**src/rtl/tick_timer_pkg.sv**
```systemverilog
package tick_timer_pkg;

  // register map (address decoded by the control block)
  localparam int ADDR_COUNT = 0;
  localparam int ADDR_LIMIT = 1;
  localparam int ADDR_CTRL  = 2;

  // control word bit positions
  localparam int BIT_IE   = 0;
  localparam int BIT_RUN  = 1;
  localparam int BIT_PEND = 3;

  // strobes from control to datapath
  typedef struct packed {
    logic cntLoad;   // software loads the count
    logic limLoad;   // software loads the limit
    logic advance;   // count steps this clock
    logic wrap;      // count reached the limit while running
  } tmrStrobe_t;

endpackage

```
**src/rtl/tick_timer_ctrl.sv**
```systemverilog
module tick_timer_ctrl
  import tick_timer_pkg::*;
#(
  parameter int ADDR_W = 2
) (
  input  logic              clk,
  input  logic              rstN,
  input  logic [ADDR_W-1:0] regAddr,
  input  logic              regWe,
  input  logic [1:0]        wrBits,
  input  logic              atLimit,
  output tmrStrobe_t        strb,
  output logic              ieQ,
  output logic              runQ,
  output logic              pendQ
);

  logic ctrlLoad;

  always_comb begin
    ctrlLoad      = regWe && (regAddr == ADDR_W'(ADDR_CTRL));
    strb.cntLoad  = regWe && (regAddr == ADDR_W'(ADDR_COUNT));
    strb.limLoad  = regWe && (regAddr == ADDR_W'(ADDR_LIMIT));
    strb.advance  = runQ;
    strb.wrap     = runQ && atLimit;
  end

  always_ff @(posedge clk) begin
    if (!rstN) begin
      ieQ   <= 1'b0;
      runQ  <= 1'b0;
      pendQ <= 1'b0;
    end else begin
      if (ctrlLoad) begin
        ieQ   <= wrBits[BIT_IE];
        runQ  <= wrBits[BIT_RUN];
        pendQ <= 1'b0;            // write acknowledges, wins over a wrap
      end else if (strb.wrap && ieQ) begin
        pendQ <= 1'b1;
      end
    end
  end

endmodule

```
**src/rtl/tick_timer_dp.sv**
```systemverilog
module tick_timer_dp
  import tick_timer_pkg::*;
#(
  parameter int DATA_W = 32
) (
  input  logic              clk,
  input  logic              rstN,
  input  tmrStrobe_t        strb,
  input  logic [DATA_W-1:0] regWdata,
  output logic              atLimit,
  output logic [DATA_W-1:0] countQ,
  output logic [DATA_W-1:0] limitQ
);

  assign atLimit = (countQ == limitQ);

  always_ff @(posedge clk) begin
    if (!rstN) begin
      countQ <= '0;
    end else if (strb.cntLoad) begin
      countQ <= regWdata;
    end else if (strb.wrap) begin
      countQ <= '0;
    end else if (strb.advance) begin
      countQ <= countQ + DATA_W'(1);
    end
  end

  always_ff @(posedge clk) begin
    if (!rstN) begin
      limitQ <= '0;
    end else if (strb.limLoad) begin
      limitQ <= regWdata;
    end
  end

endmodule

```
**src/rtl/tick_timer.sv**
```systemverilog
module tick_timer
  import tick_timer_pkg::*;
#(
  parameter int DATA_W = 32,
  parameter int ADDR_W = 2
) (
  input  logic              clk,
  input  logic              rstN,
  input  logic [ADDR_W-1:0] regAddr,
  input  logic              regWe,
  input  logic [DATA_W-1:0] regWdata,
  output logic [DATA_W-1:0] regRdata,
  output logic              timerIrq
);

  tmrStrobe_t        strb;
  logic              atLimit;
  logic [DATA_W-1:0] countQ;
  logic [DATA_W-1:0] limitQ;
  logic              ieQ;
  logic              runQ;
  logic              pendQ;
  logic [DATA_W-1:0] ctrlWord;

  tick_timer_ctrl #(.ADDR_W(ADDR_W)) u_ctrl (
    .clk     (clk),
    .rstN    (rstN),
    .regAddr (regAddr),
    .regWe   (regWe),
    .wrBits  (regWdata[1:0]),
    .atLimit (atLimit),
    .strb    (strb),
    .ieQ     (ieQ),
    .runQ    (runQ),
    .pendQ   (pendQ)
  );

  tick_timer_dp #(.DATA_W(DATA_W)) u_dp (
    .clk      (clk),
    .rstN     (rstN),
    .strb     (strb),
    .regWdata (regWdata),
    .atLimit  (atLimit),
    .countQ   (countQ),
    .limitQ   (limitQ)
  );

  always_comb begin
    ctrlWord           = '0;
    ctrlWord[BIT_IE]   = ieQ;
    ctrlWord[BIT_RUN]  = runQ;
    ctrlWord[BIT_PEND] = pendQ;
  end

  always_comb begin
    if (regAddr == ADDR_W'(ADDR_COUNT))      regRdata = countQ;
    else if (regAddr == ADDR_W'(ADDR_LIMIT)) regRdata = limitQ;
    else if (regAddr == ADDR_W'(ADDR_CTRL))  regRdata = ctrlWord;
    else                                     regRdata = '0;
  end

  assign timerIrq = pendQ & ieQ;

endmodule

```
**config.mk**
```make
export PLATFORM = sky130hd
export DESIGN_NAME = tick_timer
export DESIGN_NICKNAME = d
export VERILOG_FILES = /design/src/rtl/tick_timer_pkg.sv /design/src/rtl/tick_timer_ctrl.sv /design/src/rtl/tick_timer_dp.sv /design/src/rtl/tick_timer.sv
export SDC_FILE = /design/constraint.sdc
export NUM_CORES = 1
export LEC_CHECK = 0
export BUFFER_PORTS_ARGS = -buffer_cell sky130_fd_sc_hd__buf_2
export CORE_ASPECT_RATIO = 0.9
export CORE_MARGIN = 3
export CORE_UTILIZATION = 55
export CTS_CLUSTER_SIZE = 24
export DETAILED_ROUTE_END_ITERATION = 7
export PLACE_DENSITY = 0.78
export SKIP_CTS_REPAIR_TIMING = 1
export SYNTH_ARGS = -nofsm -noshare
export SYNTH_HDL_FRONTEND = slang
export SYNTH_SLANG_ARGS = --single-unit
```
**constraint.sdc**
```tcl
create_clock -name clk -period 3 [get_ports clk]
set_clock_uncertainty 0.1 [all_clocks]
set_input_delay 0.75 -clock clk [delete_from_list [all_inputs] [get_ports clk]]
set_output_delay 0.75 -clock clk [all_outputs]
set_load 0.02 [all_outputs]
```
==> results of run 1 <==
-- power by group through the flow --
stage	clock, mW	sequential, mW	combinational, mW
after detailed placement	0	0.984	0.285
after global routing	0.740	0.970	0.315
final	0.690	0.966	0.290
after global placement	0	0.982	0.279
after CTS	0.697	0.964	0.287
after floorplan	0	0.963	0.201
-- placed cells by master, fill, tap and decap left out, drive strengths merged, types with 16 or more instances in the layout --
cell    n
a21oi  64
buf    81
dfxtp  67
mux2i  32
nand2  76
nand3  16
nor2   33
nor3b  31
o22ai  30
xor2   53
-- layer usage --
layer | global-route usage [%] | wire length, microns | vias to the layer above
met5 | 0 | 0 | -
met4 | 8.55 | 223 | 0
met3 | 5.97 | 885 | 19
met2 | 43.3 | 5140 | 170
met1 | 35.1 | 5010 | 1848
li1 | - | - | 1901
-- state kept, by name (all words and copies together), names as in the netlist --
name	cells
u_ctrl.pendQ	1
u_ctrl.runQ	1
u_ctrl.ieQ	1
u_dp.limitQ	32
u_dp.countQ	32
-- cell type report --
| cell class | count | area [sq um] |
|---|---|---|
| Multi-Input combinational cell | 401 | 2530 |
| Fill cell | 648 | 2440 |
| Sequential cell | 67 | 1340 |
| Timing Repair Buffer | 81 | 485 |
| Clock buffer | 13 | 169 |
| Tap cell | 93 | 116 |
| Inverter | 5 | 18.8 |
| Clock inverter | 2 | 10.0 |
-- logic make-up (layout without fill, tap and decap cells) --
logic type,after synthesis,count (layout),share of synthesized area (%)
AOI/OAI and AO/OA,105,105,14.4
xor gates and xnor gates,62,62,13.3
adders and majority gates,1,1,0.307
buffers and inverters,53,101,5.46
DFF,67,67,32.9
muxes,32,32,7.85
and+or+nand+nor,201,201,25.8
-- final timing paths --
check / endpoint / cells past startpoint / startpoint
worst min-delay path: u_dp.limitQ[21] / 2 / u_dp.limitQ[21]
worst max register to register: u_dp.countQ[16] / 6 / u_dp.countQ[13]
worst min register to register: u_dp.limitQ[21] / 2 / u_dp.limitQ[21]
worst max-delay path: regRdata[1] / 5 / regAddr[1]
-- cells in the mapped netlist, types with 2 or more instances --
library cell | instances | area share [%]
nand4_1 | 12 | 1.8
and3_1 | 8 | 1.2
nor3_1 | 3 | 0.37
buf_4 | 3 | 0.55
buf_1 | 2 | 0.18
a21oi_1 | 64 | 7.9
xnor2_1 | 9 | 1.9
buf_2 | 10 | 1.2
nor3b_1 | 31 | 5.7
nor2_1 | 33 | 3.0
o22ai_1 | 30 | 4.6
and4_1 | 4 | 0.86
nor4_1 | 8 | 1.2
xor2_1 | 53 | 11
nand3_1 | 16 | 2.0
a31oi_1 | 2 | 0.31
mux2i_1 | 32 | 7.9
nor4_4 | 2 | 1.0
clkbuf_1 | 33 | 3.0
inv_1 | 4 | 0.37
dfxtp_1 | 67 | 33
o21ai_0 | 4 | 0.49
nand2_1 | 76 | 7.0
-- worst reg2reg max path, cell delays in order, from the launching register on --
cell	delay, ns
dfxtp_1	0.45
xor2_1	0.14
nor4_1	0.34
nand4_1	0.31
o31ai_4	0.65
buf_12	0.25
o22ai_1	0.09
==> impl_results.md, run 1 <==
* Status: finished, final reports clean
* PwrDens at between 400 and 500 nW/um^2
* Wire per inst at 17.0 microns
* Core Area at a little over 7000 sq um
* Part of the power in registers at between 40 and 50%
* Global placer's final weighted congestion at roughly 0.9
* Max FO, Critical Path at 15
* Crit path time final at 2.61 ns
* Sequence of cells on the critical path: buf_2 > nor2b_1 > nand2_1 > o21ai_0 > buf_2
* Max cap viols at 0
* Syn Inst Count at 521
* Layout area overhead at 14.5%
* Clock tree root driver cell: clkbuf_8
* Most frequent CP cell: buf_2
* Total global-route track usage at 26.4%
* Post-synth net total at ~560
* Peak VDD IR at between 0.2 and 0.3 mV
* Avg Cell Area, Syn at between 7 and 8 sq um
* Clock power share at approximately 36%
* Starting Density at a little under three fifths
* Buf+Inv Stages, Crit Path at 2
* Proportion of layout cells with a drive suffix above 1 at approximately 18%
* Finished Layout Cells at 662
* CTS tree: yes
* CTS Buf Count at 9
* Final WL at roughly 11000 microns
* Buffers on Ports at between 60 and 70
* Vias at 3938
* Synth Flop Type: dfxtp_1
* Layout net count at 603
* DR vias/cell at between 5 and 6
* DRC violations left at 0
* Internal power at ~1.4 mW
* Post-layout util at around two thirds
* Boundary pin count at 70
* Die height at between 80 and 90 microns
* Measured slew at the worst slew-check pin at 0.640 ns
* Slew margin rel. at around 57%
* Max clock buf depth at 2
* Type of the worst setup path: input port to primary output
* Die Area at around 8500 sq um
* First-pass GRT wire length at about 18000 microns
* Initial antenna violation count at 0
* Reg2Reg Setup Slack at roughly 0.54 ns
* Fmax at approximately 380 MHz
* # setup viols final at 0
* Netlist cell types at 38
* 1st-iter DRT viols at 286
* Vias in the first global route at about 3700
* Period utilization at between 80% and 90%
* Async SR Flop Fraction at 0%
* Place WS at just over 0.4 ns
* Slowest-stage cell, CP: nor2b_1
* EDFF count, synth at 0
* Detail Route Antenna Nets at 0
* Part of the power in combinational logic at between 10% and 20%
* GR Overflow Total at 0
* Net switching power at around 0.55 mW
* Top Family by Delay on Critical Path: buffers and inverters
* Sequential fraction of the synthesis area at 32.9%
* WP data required at between 2 and 2.5 ns
* Startpoint Class: input port
* Pin count of the biggest net entering global routing at a little over 60
* Final Max Tran Viols at 0
* Count of inserted antenna diode cells at 0
* H-tree depth at 3
* Switching part of the total power at 28.1%
* Final WS setup at ~0.4 ns
* Clk Latency, worst-skew pair at between 0.3 and 0.4 ns
* Setup TNS Final at 0 ns
* Min-Delay Path Class: flip-flop to flip-flop
* Critical path capture point type: primary output
* Hold WS at between 0.3 and 0.4 ns
* Clock slew at reported path FFs at ~0.070 ns
* Row cnt at 29
* First drt pass iteration count at 6
* RSZ-0062 raised after global routing: no
* Final hold vios at 0
* P_leak at a little over 2 nW
* Inst Count DP at about 650
* Final instance area at between 4000 and 5000 sq um
* Synth Register Bits at 67
* Post-DP HPWL at just under 8000 microns
* Placed cell area at 4490 sq um
* Chip width at 96.8 microns
* CP peak stage delay at 0.38 ns
* Final Power at 1.95 mW
* Post-synthesis cell area at about 4000 sq um
* Yosys warning total at 0
* CTS sink cnt at 67
* WP data arrival at between 1.5 and 2 ns
(Power assumes the default switching activity.)
==> run 2: changes to the inputs <==
==> constraint.sdc (replaced) <==
create_clock -name clk -period 3 [get_ports clk]
set_clock_uncertainty 0.1 [all_clocks]
set_input_delay 0.75 -clock clk [delete_from_list [all_inputs] [get_ports clk]]
set_output_delay 0.75 -clock clk [all_outputs]
set_load 0.05 [all_outputs]
==> run 2 against run 1 <==
Compared with the run above: power increased by 11%; core utilization grew 2.4 points; highest routed layer unchanged; clock power grew 25%; clock-buffer cell count decreased by 3; sequential cell count unchanged; cell count rose by 1.1%; largest power group unchanged; non-clock buffer count grew 6; global-route usage increased by 0.78 points; largest cell class unchanged.
==> impl_results.md, run 2 (synthesized netlist as in run 1, its figures left out) <==
* Net switching power at 0.625 mW (+14%)
* Clock power share at 40.0% (+4.5 points)
* P_leak at 2.09 nW (+2.4%)
* Vias in the first global route at 3668 (-1.6%)
* Total global-route track usage at 27.2% (+0.78 points)
* Initial antenna violation count at 0 (unchanged)
* Proportion of layout cells with a drive suffix above 1 at 22.6% (+4.6 points)
* First-pass GRT wire length at 18800 microns (+2.8%)
* Fmax at 359 MHz (-6.5%)
* Pin count of the biggest net entering global routing at 54 (-13%)
* CTS Buf Count at 9 (unchanged)
* Slew margin rel. at 34.1% (-23 points)
* Max FO, Critical Path at 19 (+4)
* Layout area overhead at 18.6%
* Grt met2 use at 44.4% (+1.1 points)
* # setup viols final at 0 (unchanged)
* Type of the worst setup path: flip-flop to flip-flop
* 1st-iter DRT viols at 321 (+12%)
* Internal power at 1.54 mW (+9.9%)
* Slowest-stage cell, CP: o31ai_4
* Clk Latency, worst-skew pair at 0.34 ns (about the same)
* DRC violations left at 0 (unchanged)
* First drt pass iteration count at 5 (-1)
* Row cnt at 29 (unchanged)
* Setup TNS Final at 0 ns (unchanged)
* WP data required at 3.12 ns (+0.97 ns)
* Period utilization at 92.9% (+6.0 points)
* Place WS at 0.307 ns (-0.0980 ns)
* Status: finished, final reports clean
* Largest registers: u_dp.countQ: 32 flops, u_dp.limitQ: 32 flops
* Buf+Inv Stages, Crit Path at 1 (-1)
* Switching part of the total power at 28.9% (+0.82 points)
* Global placer's final weighted congestion at 0.858 (-3.4%)
* Part of the power in registers at 44.4% (-5.3 points)
* Chip width at 96.8 microns (unchanged)
* RSZ-0062 raised after global routing: no
* WP data arrival at 2.90 ns (+1.14 ns)
* Max cap viols at 0 (unchanged)
* Max clock buf depth at 2 (unchanged)
* M3 GR Usage at 4.62% (-1.4 points)
* Part of the power in combinational logic at 15.6% (+0.7 points)
* CTS tree: yes
* Clock slew at reported path FFs at 0.07 ns (about the same)
* Top Family by Delay on Critical Path: compound AO/OA/AOI/OAI gates
* Met1 Usage GRT at 36.9% (+1.9 points)
* Die height at 87.7 microns (unchanged)
* Clock tree root driver cell: clkbuf_8
* Starting Density at 57.4% (unchanged)
* Most frequent cells in the layout: nand2_1, buf_2, dfxtp_1
* Crit path time final at 2.79 ns (+0.181 ns)
* Most common cell after layout, fill and taps aside: nand2_1
* Sequence of cells on the critical path: xor2_1 > nor4_1 > nand3_1 > o31ai_4 > buf_12 > o22ai_1
* Final WL at 11800 microns (+4.7%)
* Min-Delay Path Class: flip-flop to flip-flop
* Measured slew at the worst slew-check pin at 0.989 ns (+0.349 ns)
* Buffers on Ports at 69 (unchanged)
* Post-DP HPWL at 7890 microns (+0.63%)
* PwrDens at 447 nW/um^2 (+7.2%)
* Critical path capture point type: flip-flop
* Hold WS at 0.388 ns (+0.00323 ns)
* GR Overflow Total at 0 (unchanged)
* Startpoint Class: flip-flop
* DR vias/cell at 6.02 (+1.2%)
* CTS sink cnt at 67 (unchanged)
* Wire per inst at 17.6 microns (+3.6%)
* Die Area at 8490 sq um (unchanged)
* Count of inserted antenna diode cells at 0 (unchanged)
* H-tree depth at 3 (unchanged)
* Vias at 4029 (+2.3%)
* Final Max Tran Viols at 0 (unchanged)
* Detail Route Antenna Nets at 0 (unchanged)
* Layout net count at 609 (+1.0%)
* Final hold vios at 0 (unchanged)
* CP peak stage delay at 0.86 ns (+0.48 ns)
* Gr busiest metal: met2
* Final WS setup at 0.214 ns (-0.181 ns)
* Peak VDD IR at 0.287 mV (+12%)
* Boundary pin count at 70 (unchanged)
* Core Area at 7110 sq um (unchanged)
run 2: changes by cell type in the layout (fill, tap and decap cells not counted), sizes merged:
cell / delta
buf: +6
bufinv: +2
clkinvlp: +2
clkbuf: -3
run 2: path summary, 6_finish.rpt:
check,depth (start not counted),to,startpoint,slack (ns)
max,6,u_dp.countQ[16],u_dp.countQ[17],0.21
min,2,u_dp.limitQ[22],u_dp.limitQ[22],0.39
max reg2reg,6,u_dp.countQ[16],u_dp.countQ[17],0.21
min reg2reg,2,u_dp.limitQ[22],u_dp.limitQ[22],0.39
run 2: power by group through the flow:
stage               registers, mW  clock network [mW]  logic [mW]
finish                      0.959               0.865       0.337
global route                0.964               0.902       0.361
CTS                         0.958               0.865       0.333
detailed placement          0.979                   0       0.330
global placement            0.977                   0       0.323
floorplan                   0.963                   0       0.230
run 2: metal layers:
layer,vias up,part of all wire [%]
li1,1913,-
met1,1928,45
met2,168,46
met3,20,7.1
met4,0,1.7
met5,-,0
run 2: through the flow:
| stage | cells | cell area [sq um] | total power [mW] | util, % |
|---|---|---|---|---|
| CTS | 669 | 4840 | 2.16 | 68.0 |
| global placement | 653 | 4610 | 1.30 | 64.8 |
| global route | 669 | 4840 | 2.23 | 68.0 |
| finish | 669 | 4840 | 2.16 | 68.0 |
| detailed placement | 653 | 4610 | 1.31 | 64.8 |
| floorplan | 521 | 4130 | 1.19 | - |
run 2: worst reg2reg max path, cell delays in order (launching register included):
cell and delay (ns):
dfxtp_1 0.47, xor2_1 0.13, nor4_1 0.51, nand3_1 0.29, o31ai_4 0.86, buf_12 0.23
o22ai_1 0.08
run 2: area by class of cell:
cell class | instances | area, sq um
timing repair buffer | 87 | 556
tap | 93 | 116
clock buffer | 10 | 138
clock inverter | 6 | 88.8
fill | 616 | 2270
sequential | 67 | 1340
inverter | 5 | 18.8
multi-input combinational | 401 | 2580
==> run 3: changes to the inputs <==
--- a/config.mk
+++ b/config.mk
@@ -6,11 +6,11 @@
 export NUM_CORES = 1
 export LEC_CHECK = 0
 export BUFFER_PORTS_ARGS = -buffer_cell sky130_fd_sc_hd__buf_2
-export CORE_ASPECT_RATIO = 0.9
 export CORE_MARGIN = 3
 export CORE_UTILIZATION = 55
 export CTS_CLUSTER_SIZE = 24
 export DETAILED_ROUTE_END_ITERATION = 7
+export GPL_TIMING_DRIVEN = 0
 export PLACE_DENSITY = 0.78
 export SKIP_CTS_REPAIR_TIMING = 1
 export SYNTH_ARGS = -nofsm -noshare
==> run 3 against run 2 <==
Compared with the run above: via count is 3.6% higher; sequential share of layout area rose by 0.44 points; combinational power grew 1%; cell count up 4.3%; global-route usage grew 2.2 points; worst setup slack worse by 0.12 ns; non-clock buffer count increased by 28.
==> impl_results.md, run 3 (synthesized netlist as in run 1, its figures left out) <==
* CTS sink cnt at 67 (unchanged)
* Vias in the first global route at 3918 (+6.8%)
* RSZ-0062 raised after global routing: no
* Placed cell area at 4590 sq um (-0.57%)
* H-tree depth at 3 (unchanged)
* Final WL at 12500 microns (+6.2%)
* Post-layout util at 68.2% (+0.17 points)
* Most common cell after layout, fill and taps aside: buf_2
* Max cap viols at 0 (unchanged)
* Layout net count at 637 (+4.6%)
* Hold WS at 0.382 ns (-0.00570 ns)
* Layout area overhead at 16.7%
* Count of inserted antenna diode cells at 0 (unchanged)
* Initial antenna violation count at 0 (unchanged)
* Wire per inst at 17.9 microns (+1.7%)
* Max FO, Critical Path at 10 (-9)
* Global placer's final weighted congestion at 0.904 (+5.4%)
* Core Area at 6980 sq um (-1.8%)
* Total global-route track usage at 29.4% (+2.2 points)
* Die height at 92.1 microns (+5.0%)
* DRC violations left at 0 (unchanged)
* WP data required at 2.15 ns (-0.97 ns)
* Pin count of the biggest net entering global routing at 11 (-80%)
* Clock slew at reported path FFs at 0.07 ns (about the same)
* DR vias/cell at 5.98 (-0.73%)
* Post-DP HPWL at 8890 microns (+13%)
* Startpoint Class: input port
* Buffers on Ports at 67 (-2.9%)
* Clock tree root driver cell: clkbuf_8
* Slew margin rel. at 47.4% (+13 points)
* Max layer used: met4
* Final hold vios at 0 (unchanged)
* Critical path capture point type: primary output
* Row cnt at 30 (+3.4%)
* CTS Buf Count at 9 (unchanged)
* Peak VDD IR at 0.307 mV (+7.2%)
* Proportion of layout cells with a drive suffix above 1 at 20.3% (-2.3 points)
* CTS tree: yes
* Chip width at 92.1 microns (-4.8%)
* First-pass GRT wire length at 19800 microns (+5.4%)
* DR WL met2 at 5710 microns (+4.2%)
* Largest registers: u_dp.countQ: 32 flops, u_dp.limitQ: 32 flops
* Final instance area at 4760 sq um (-1.6%)
* Finished Layout Cells at 698 (+4.3%)
* Status: finished, final reports clean
* Starting Density at 58.4% (+1.1 points)
* Boundary pin count at 70 (unchanged)
* 1st-iter DRT viols at 454 (+41%)
* Min-Delay Path Class: flip-flop to flip-flop
* Fmax at 345 MHz (-4.0%)
* GR Overflow Total at 0 (unchanged)
* Clk Latency, worst-skew pair at 0.34 ns (about the same)
* P_leak at 2.05 nW (-1.7%)
* Period utilization at 96.7% (+3.9 points)
* Final Max Tran Viols at 0 (unchanged)
* Max clock buf depth at 2 (unchanged)
* WL met1 at 5320 microns (+0.76%)
* Detail Route Antenna Nets at 0 (unchanged)
* Type of the worst setup path: input port to primary output
* WL met3 at 1180 microns (+41%)
* WP data arrival at 2.05 ns (-0.85 ns)
* PwrDens at 413 nW/um^2 (-7.4%)
* Crit path time final at 2.90 ns (+0.116 ns)
* First drt pass iteration count at 5 (unchanged)
* Most frequent cells in the layout: buf_2, nand2_1, dfxtp_1
* Die Area at 8490 sq um (about the same)
* Fillers at 640 (+3.9%)
* Measured slew at the worst slew-check pin at 0.789 ns (-0.200 ns)
* Vias at 4173 (+3.6%)
* # setup viols final at 0 (unchanged)
* Inst Count DP at 684 (+4.7%)
## run 3: cell count changes in the layout (fill, tap and decap cells not counted), moves of 2 or more
cell / change
buf_4: -9
clkbuf_4: +2
buf_12: -6
buf_2: +8
bufinv_16: -2
clkbuf_1: +33
## run 3: critical path: stages
cell and delay [ns]:
clkbuf_1 0.35, clkbuf_4 0.38, mux2i_1 0.30, nor2_2 0.04, buf_2 0.23
## run 3: cell type report
cell class | count | area (sq um) | share of cell area [%]
multi-input combinational | 401 | 2570 | 53.9
sequential | 67 | 1340 | 28.2
timing repair buffer | 67 | 335 | 7.04
buffer | 48 | 213 | 4.47
clock buffer | 12 | 155 | 3.26
tap | 96 | 120 | 2.52
inverter | 5 | 18.8 | 0.394
clock inverter | 2 | 12.5 | 0.263
## run 3: path summary, 6_finish.rpt
path | depth (start not counted) | from | to | slack, ns
worst max register to register | 7 | u_dp.countQ[17] | u_dp.countQ[12] | 0.61
worst max-delay path | 5 | regAddr[0] | regRdata[12] | 0.1
worst min register to register | 2 | u_dp.limitQ[17] | u_dp.limitQ[17] | 0.38
worst min-delay path | 2 | u_dp.limitQ[17] | u_dp.limitQ[17] | 0.38
## run 3: power by group
part           leakage, nW  total [mW]  internal (mW)  switching [mW]
logic                 1.42       0.341          0.116           0.224
clock network       0.0843       0.676          0.335           0.341
registers            0.544       0.952          0.920          0.0314
## run 3: metal layers
metal,track usage (%),up-vias
met2,46.8,214
met3,4.35,26
li1,-,1972
met5,0,-
met1,40.0,1961
met4,11.4,0
## run 3: stage by stage
stage               setup TNS, ns  power (mW)  worst slack (ns)
floorplan                       0        1.19            0.0203
global placement            -4.10        1.29            -0.253
detailed placement          -4.32        1.30            -0.267
CTS                         -4.27        1.96            -0.266
global route                    0        2.04            0.0103
finish                          0        1.97            0.0983
